### config.mk
export PLATFORM = sky130hd
export DESIGN_NAME = lzb_backdec
export DESIGN_NICKNAME = d
export VERILOG_FILES = /design/src/rtl/lzb_pkg.sv /design/src/rtl/lzb_flagreg.sv /design/src/rtl/lzb_ptrs.sv /design/src/rtl/lzb_backdec.sv
export SDC_FILE = /design/constraint.sdc
export NUM_CORES = 1
export LEC_CHECK = 0
export ABC_AREA = 1
export ABC_CLOCK_PERIOD_IN_PS = 4200
export BUFFER_PORTS_ARGS = -buffer_cell sky130_fd_sc_hd__buf_2
export CAP_MARGIN = 25
export CORE_MARGIN = 3
export CORE_UTILIZATION = 56
export DETAILED_ROUTE_END_ITERATION = 12
export PLACE_DENSITY_LB_ADDON = 0.12
export SLEW_MARGIN = 0
export SYNTH_ARGS = -nofsm -noshare
export SYNTH_HDL_FRONTEND = slang
export SYNTH_SLANG_ARGS = --single-unit
export TNS_END_PERCENT = 30
### constraint.sdc
create_clock -name clk -period 4.2 [get_ports clk]
set_clock_uncertainty 0.1 [all_clocks]
set_input_delay 0.63 -clock clk [delete_from_list [all_inputs] [get_ports clk]]
set_output_delay 0.63 -clock clk [all_outputs]
set_load 0.01 [all_outputs]
### src/rtl/lzb_pkg.sv
package lzb_pkg;

  typedef enum logic [3:0] {
    ST_IDLE, ST_NEXT, ST_FLAG, ST_LIT, ST_LITW,
    ST_TK1, ST_TK2, ST_CPR, ST_CPW, ST_DONE, ST_ERR
  } lzb_state_e;

  localparam int LEN_BIAS  = 3;
  localparam int DIST_BIAS = 3;

  // copy length from the first token byte (upper nibble plus bias)
  function automatic logic [4:0] tok_len(input logic [7:0] b1);
    return {1'b0, b1[7:4]} + 5'(LEN_BIAS);
  endfunction

  // copy distance: low nibble of first byte is the high part
  function automatic logic [12:0] tok_dist(input logic [7:0] b1, input logic [7:0] b2);
    return {1'b0, b1[3:0], b2} + 13'(DIST_BIAS);
  endfunction

endpackage

### src/rtl/lzb_flagreg.sv
module lzb_flagreg #(
  parameter int FW = 8
) (
  input  logic          clk,
  input  logic          rst_n,
  input  logic          clr,
  input  logic          load,
  input  logic [FW-1:0] flag_in,
  input  logic          take,
  output logic          is_ref,
  output logic          empty
);
  localparam int CW = $clog2(FW + 1);

  logic [FW-1:0] sr_q;
  logic [CW-1:0] cnt_q;

  always_ff @(posedge clk) begin
    if (!rst_n || clr) begin
      sr_q  <= '0;
      cnt_q <= '0;
    end else if (load) begin
      sr_q  <= flag_in;
      cnt_q <= CW'(FW);
    end else if (take) begin
      sr_q  <= sr_q << 1;
      cnt_q <= cnt_q - 1'b1;
    end
  end

  assign is_ref = sr_q[FW-1];
  assign empty  = (cnt_q == '0);

  p_cnt_range_r3: assert property (@(posedge clk) disable iff (!rst_n)
    cnt_q <= CW'(FW));
  p_take_nonempty_r3: assert property (@(posedge clk) disable iff (!rst_n)
    take |-> !empty);

endmodule

### src/rtl/lzb_ptrs.sv
module lzb_ptrs #(
  parameter int AW = 16
) (
  input  logic          clk,
  input  logic          rst_n,
  input  logic          init,
  input  logic [AW-1:0] buf_end,
  input  logic [AW-1:0] comp_len,
  input  logic [AW-1:0] extra_len,
  input  logic          rd_step,
  input  logic          wr_step,
  output logic [AW-1:0] rd_ptr,
  output logic [AW-1:0] wr_ptr,
  output logic [AW-1:0] base,
  output logic [AW-1:0] top,
  output logic          rd_ok,
  output logic          wr_ok,
  output logic          at_base
);
  always_ff @(posedge clk) begin
    if (!rst_n) begin
      rd_ptr <= '0;
      wr_ptr <= '0;
      base   <= '0;
      top    <= '0;
    end else if (init) begin
      rd_ptr <= buf_end;
      wr_ptr <= buf_end + extra_len;
      base   <= buf_end - comp_len;
      top    <= buf_end + extra_len;
    end else begin
      if (rd_step) rd_ptr <= rd_ptr - 1'b1;
      if (wr_step) wr_ptr <= wr_ptr - 1'b1;
    end
  end

  assign rd_ok   = rd_ptr > base;
  assign wr_ok   = wr_ptr > rd_ptr;
  assign at_base = wr_ptr == base;

  p_rd_floor_r8: assert property (@(posedge clk) disable iff (!rst_n)
    rd_step |=> rd_ptr >= base);
  p_wr_not_below_rd_r7: assert property (@(posedge clk) disable iff (!rst_n)
    wr_step |=> wr_ptr >= rd_ptr);

endmodule

### src/rtl/lzb_backdec.sv
module lzb_backdec
  import lzb_pkg::*;
#(
  parameter int AW = 16
) (
  input  logic          clk,
  input  logic          rst_n,
  input  logic          start,
  input  logic [AW-1:0] buf_end,
  input  logic [AW-1:0] comp_len,
  input  logic [AW-1:0] extra_len,
  output logic          busy,
  output logic          done,
  output logic          error,
  output logic          mem_req,
  output logic          mem_we,
  output logic [AW-1:0] mem_addr,
  output logic [7:0]    mem_wdata,
  input  logic          mem_ready,
  input  logic [7:0]    mem_rdata
);
  localparam int XW = AW + 1;

  lzb_state_e    state;
  logic          pend;
  logic [7:0]    byte_q, b1_q;
  logic [4:0]    len_q;
  logic [12:0]   dist_q;

  logic [AW-1:0] rd_ptr, wr_ptr, base, top;
  logic          rd_ok, wr_ok, at_base;
  logic          is_ref, flags_empty;

  // named events for the assertions and the sub-blocks
  logic          launch, is_rd, is_cprd, is_wr, fire, rd_step, wr_step;
  logic          flag_load, flag_take, src_bad;
  logic [XW-1:0] src;

  function automatic logic [XW-1:0] src_of(input logic [AW-1:0] w, input logic [12:0] d);
    return {1'b0, w} - XW'(1) + {{(XW-13){1'b0}}, d};
  endfunction

  assign busy    = !(state inside {ST_IDLE, ST_DONE, ST_ERR});
  assign done    = state == ST_DONE;
  assign error   = state == ST_ERR;
  assign launch  = start && !busy;
  assign is_rd   = state inside {ST_FLAG, ST_LIT, ST_TK1, ST_TK2};
  assign is_cprd = state == ST_CPR;
  assign is_wr   = state inside {ST_LITW, ST_CPW};
  assign src     = src_of(wr_ptr, dist_q);
  assign src_bad = src >= {1'b0, top};

  assign mem_req   = (is_rd && !pend && rd_ok) || (is_cprd && !pend && !src_bad) || (is_wr && wr_ok);
  assign mem_we    = is_wr;
  assign mem_addr  = is_wr ? wr_ptr - 1'b1 : (is_cprd ? src[AW-1:0] : rd_ptr - 1'b1);
  assign mem_wdata = byte_q;
  assign fire      = mem_req && mem_ready;
  assign rd_step   = fire && is_rd;
  assign wr_step   = fire && is_wr;
  assign flag_load = state == ST_FLAG && pend;
  assign flag_take = state == ST_NEXT && !at_base && !flags_empty;

  lzb_ptrs #(.AW(AW)) u_ptrs (
    .clk(clk), .rst_n(rst_n), .init(launch),
    .buf_end(buf_end), .comp_len(comp_len), .extra_len(extra_len),
    .rd_step(rd_step), .wr_step(wr_step),
    .rd_ptr(rd_ptr), .wr_ptr(wr_ptr), .base(base), .top(top),
    .rd_ok(rd_ok), .wr_ok(wr_ok), .at_base(at_base)
  );

  lzb_flagreg #(.FW(8)) u_flags (
    .clk(clk), .rst_n(rst_n), .clr(launch),
    .load(flag_load), .flag_in(mem_rdata), .take(flag_take),
    .is_ref(is_ref), .empty(flags_empty)
  );

  always_ff @(posedge clk) begin
    if (!rst_n) begin
      state  <= ST_IDLE;
      pend   <= 1'b0;
      byte_q <= '0;
      b1_q   <= '0;
      len_q  <= '0;
      dist_q <= '0;
    end else if (launch) begin
      state <= ST_NEXT;
      pend  <= 1'b0;
    end else begin
      case (state)
        ST_NEXT: begin
          if (at_base)          state <= ST_DONE;
          else if (flags_empty) state <= ST_FLAG;
          else if (is_ref)      state <= ST_TK1;
          else                  state <= ST_LIT;
        end
        ST_FLAG, ST_LIT, ST_TK1, ST_TK2: begin
          if (!pend) begin
            if (!rd_ok)         state <= ST_ERR;
            else if (mem_ready) pend  <= 1'b1;
          end else begin
            pend <= 1'b0;
            case (state)
              ST_FLAG: state <= ST_NEXT;
              ST_LIT:  begin byte_q <= mem_rdata; state <= ST_LITW; end
              ST_TK1:  begin b1_q <= mem_rdata; state <= ST_TK2; end
              default: begin
                len_q  <= tok_len(b1_q);
                dist_q <= tok_dist(b1_q, mem_rdata);
                state  <= ST_CPR;
              end
            endcase
          end
        end
        ST_LITW: begin
          if (!wr_ok)         state <= ST_ERR;
          else if (mem_ready) state <= ST_NEXT;
        end
        ST_CPR: begin
          if (!pend) begin
            if (src_bad)        state <= ST_ERR;
            else if (mem_ready) pend  <= 1'b1;
          end else begin
            pend   <= 1'b0;
            byte_q <= mem_rdata;
            state  <= ST_CPW;
          end
        end
        ST_CPW: begin
          if (!wr_ok) state <= ST_ERR;
          else if (mem_ready) begin
            len_q <= len_q - 1'b1;
            state <= (len_q == 5'd1) ? ST_NEXT : ST_CPR;
          end
        end
        default: state <= state;
      endcase
    end
  end

  // write-order tracker used only by the assertions below
  logic [AW-1:0] last_wr_q;
  logic          have_wr_q;
  always_ff @(posedge clk) begin
    if (!rst_n || launch) begin
      last_wr_q <= '0;
      have_wr_q <= 1'b0;
    end else if (wr_step) begin
      last_wr_q <= mem_addr;
      have_wr_q <= 1'b1;
    end
  end

  p_wr_desc_r2: assert property (@(posedge clk) disable iff (!rst_n)
    wr_step && have_wr_q |-> mem_addr < last_wr_q);
  p_len_range_r4: assert property (@(posedge clk) disable iff (!rst_n)
    state == ST_CPR |-> len_q >= 5'd1 && len_q <= 5'd18);
  p_wr_above_rd_r7: assert property (@(posedge clk) disable iff (!rst_n)
    mem_req && mem_we |-> mem_addr >= rd_ptr);
  p_rd_floor_r8: assert property (@(posedge clk) disable iff (!rst_n)
    mem_req && !mem_we && !is_cprd |-> mem_addr >= base);
  p_src_ceiling_r9: assert property (@(posedge clk) disable iff (!rst_n)
    mem_req && !mem_we |-> mem_addr < top);
  p_req_hold_r10: assert property (@(posedge clk) disable iff (!rst_n)
    mem_req && !mem_ready |=> mem_req && $stable(mem_addr) && $stable(mem_we) && $stable(mem_wdata));
  p_excl_r11: assert property (@(posedge clk) disable iff (!rst_n)
    !(done && error));
  p_done_hold_r11: assert property (@(posedge clk) disable iff (!rst_n)
    done && !start |=> done);

endmodule

==> impl_metrics.csv <==
group,metric,value,unit
sta,relSlewSlack,0.314,
floorplan,rows,48,
setup_path,startpoint_type,"flip-flop",
floorplan,core-area,0.0173,mm2
sta,finalHoldViolCount,0,
cts,clock_latency,0.42,ns
global_route,grt_max_degree,73,
synth,yosys_most_used_dff,"dfxtp_1",
sta,rsz0062_at_grt,"yes",
floorplan,ioPinCount,89,
final_layout,diodes,0,
cts,cts_max_level,4,
floorplan,initial_utilization,0.573,
detailed_routing,wl_per_cell,16.0,um
synth,synth_fp_nets,1702,
synth,yosys_warnings,0,
place,gp_congestion,0.923,
sta,fin_crit_sh,1.05,
synth,synth_area,0.00991,mm2
synth,synth_cells,1524,
final_layout,layout-drive-gt1-share,0.162,
final_layout,layout_commonest_cell,"nand2_1",
detailed_routing,via_count,10500,
final_layout,fillers,1561,
cts,cts.path.max_buffers,2,
detailed_routing,antenna_left,0,
flow_run,cap_violations,0,
detailed_routing,drt_iter0_markers,888,
power,powerDensity,1020,mW/mm2
outcome,status,"finished, violations left",
place,pre_cts_ws,-0.106,ns
place,placed_cell_area,0.0107,mm2
worst_hold_path,hp-class,"reg -> reg",
synth,ys_async_sr_fraction,0,
global_route,grt_remaining_overflow,0,
place,io_buffers,88,
cts,clock_sinks,115,
sta,slew_viol_final,0,
detailed_routing,vias_per_cell,5.58,
setup_path,worstPathRequired,3.47,ns
setup_path,arrival,3.67,ns
power,peakVddDrop,0.854,mV
final_layout,final_nets,1824,
sta,fmax,227,MHz
sta,setup_ws,-0.204,ns
cts,cts_buffers,17,
synth,synth_area_per_cell,6.50,um2
synth,synth-seq-area-share,0.232,
synth,synth_edf_count,0,
sta,setup_viol,1,
setup_path,path_max_fanout,4,
cts,clk_pin_slew,0.05,ns
final_layout,final_cell_mix,"308 x nand2_1, 219 x inv_1, 154 x nor2_1",
synth,yosysTopAreaCellShare,0.232,
setup_path,cp-end-kind,"output pin",
cts,cts_tree,"done",
synth,synth_cell_types,50,
final_layout,area_growth_syn_to_layout,18.8,%
detailed_routing,drc,0,
sta,period_minus_slack,4.40,ns
floorplan,die_h,139,um
synth,synth_area_leaders,"dfxtp_1 23%, ha_1 15%, nand2_1 12%",
floorplan,dieArea,0.0193,mm2
floorplan,die_w,139,um
detailed_routing,detail_route.wirelength,30200,um
final_layout,finalInstanceArea,0.0118,mm2
power,p_leak,5.82,nW
setup_path,critPathKind,"reg -> out",
global_route,antenna_found_initial,0,
detailed_routing,drt-pass1-iter-count,6,
global_route,first_global_vias,9642,
synth,yosys.area.top_type,"dfxtp_1",
global_route,grt_first_pass_wirelength,48300,um
synth,ys_seq_elements,115,
sta,worstMarginPinSlew,1.03,ns
cts,clockRootBuffer,"clkbuf_16",
place,dp_hpwl,22600,um
outcome,violations,"negative setup slack",
global_route,track_usage,0.307,
-- worst paths after layout --
| path | slack [ns] | end | startpoint | cells past startpoint |
|---|---|---|---|---|
| worst max register to register | 0.22 | u_ptrs.wr_ptr[9] | u_ptrs.wr_ptr[1] | 28 |
| worst max-delay path | -0.20 | mem_req | u_ptrs.wr_ptr[1] | 23 |
| worst min-delay path | 0.36 | u_ptrs.top[0] | u_ptrs.top[0] | 2 |
| worst min register to register | 0.36 | u_ptrs.top[0] | u_ptrs.top[0] | 2 |
-- state kept, by name (all words and copies together) (netlist names) --
signal	flops
pend	1
u_flags.cnt_q	4
u_ptrs.base	16
u_ptrs.top	16
mem_wdata	8
u_ptrs.wr_ptr	16
u_ptrs.rd_ptr	16
b1_q	8
dist_q	13
u_flags.sr_q	8
len_q	5
state	4
-- final cells by class --
cell class,count,area [um2],share of cell area
Clock buffer,20,447,0.0379
Multi-Input combinational cell,1126,6780,0.576
Tap cell,225,282,0.0239
Clock inverter,12,181,0.0154
Inverter,246,923,0.0784
Timing Repair Buffer,140,853,0.0725
Sequential cell,115,2310,0.196
-- cell families (layout without fill, tap and decap cells) --
family / Yosys count / count (layout) / share of synthesized area
AOI/OAI and AO/OA: 323 / 323 / 0.179
xor gates and xnor gates: 65 / 65 / 0.0574
adders and majority gates: 118 / 118 / 0.151
buffers and inverters: 283 / 418 / 0.111
DFF: 115 / 115 / 0.232
muxes: 3 / 3 / 0.00303
and+or+nand+nor: 617 / 617 / 0.266
-- where the power goes --
part	leakage [nW]	internal, W	total (W)	switching, W
registers	0.941	0.00138	0.00163	0.000249
clock network	0.292	0.00101	0.00156	0.000554
logic	4.59	0.00357	0.00885	0.00528
total	5.82	0.00596	0.0120	0.00609
-- worst max-delay path, cell delays in order (launching register included) --
cell and delay [ns]:
dfxtp_2 0.33, inv_2 0.05, ha_4 0.26, inv_2 0.04
ha_4 0.15, fa_2 0.40, nand3_2 0.08, nand2_2 0.07
nand2_2 0.08, nand2_2 0.06, a21boi_2 0.19, buf_4 0.13
buf_4 0.10, xor2_2 0.14, inv_2 0.07, ha_4 0.27
nand2_2 0.05, nor3_2 0.17, nand2_1 0.08, nand2_2 0.09
nand2_2 0.07, nand4_4 0.10, nand3_4 0.12, buf_6 0.14
-- synth_stat cells (2+ instances only) --
library cell,n
a31oi_1,7
nand3_4,3
nor2_1,155
a21boi_0,8
a21o_1,4
clkbuf_1,19
inv_1,237
o221ai_1,2
nand2_4,4
fa_1,3
a211oi_1,6
nand2_1,320
dfxtp_1,115
o31ai_1,2
a21oi_1,134
nand3b_1,4
ha_1,115
o21ai_0,114
buf_6,2
inv_2,9
o21a_1,3
buf_4,2
o21ai_1,5
nor3_1,21
o21bai_1,5
buf_2,12
nor2_2,5
o22ai_1,24
xor2_1,51
nand2_2,4
nor4_1,4
buf_1,2
o211ai_1,3
xnor2_1,14
nand4_1,18
nand3_1,72
mux2i_1,3
-- per-stage QoR --
step | setup TNS [ns] | cells | power, W | util | hold WS (ns)
final | -0.204 | 1884 | 0.0120 | 0.681 | 0.362
after global placement | 0 | 1835 | 0.00880 | 0.620 | 0.348
after detailed placement | -0.639 | 1835 | 0.00894 | 0.620 | 0.354
after global routing | -0.382 | 1884 | 0.0131 | 0.681 | 0.384
after CTS | -0.178 | 1881 | 0.0116 | 0.678 | 0.363
after floorplan | 0 | 1524 | 0.00683 | - | 0.325
-- what timing repair did --
action	4_1_cts	5_1_grt
pin swaps	28	14
hold buffers	0	0
endpoints found under the setup margin	29	29
gates resized for setup	65	11
cloned	0	0
buffers inserted	14	3
-- per-layer routing --
metal,global-route usage,vias to the layer above,wire [um]
met5,0,-,0
met4,0.118,0,976
met3,0.0517,67,2360
met2,0.480,403,13400
met1,0.423,4797,13400
li1,-,5239,-
Power figures use the tool's default switching activity.
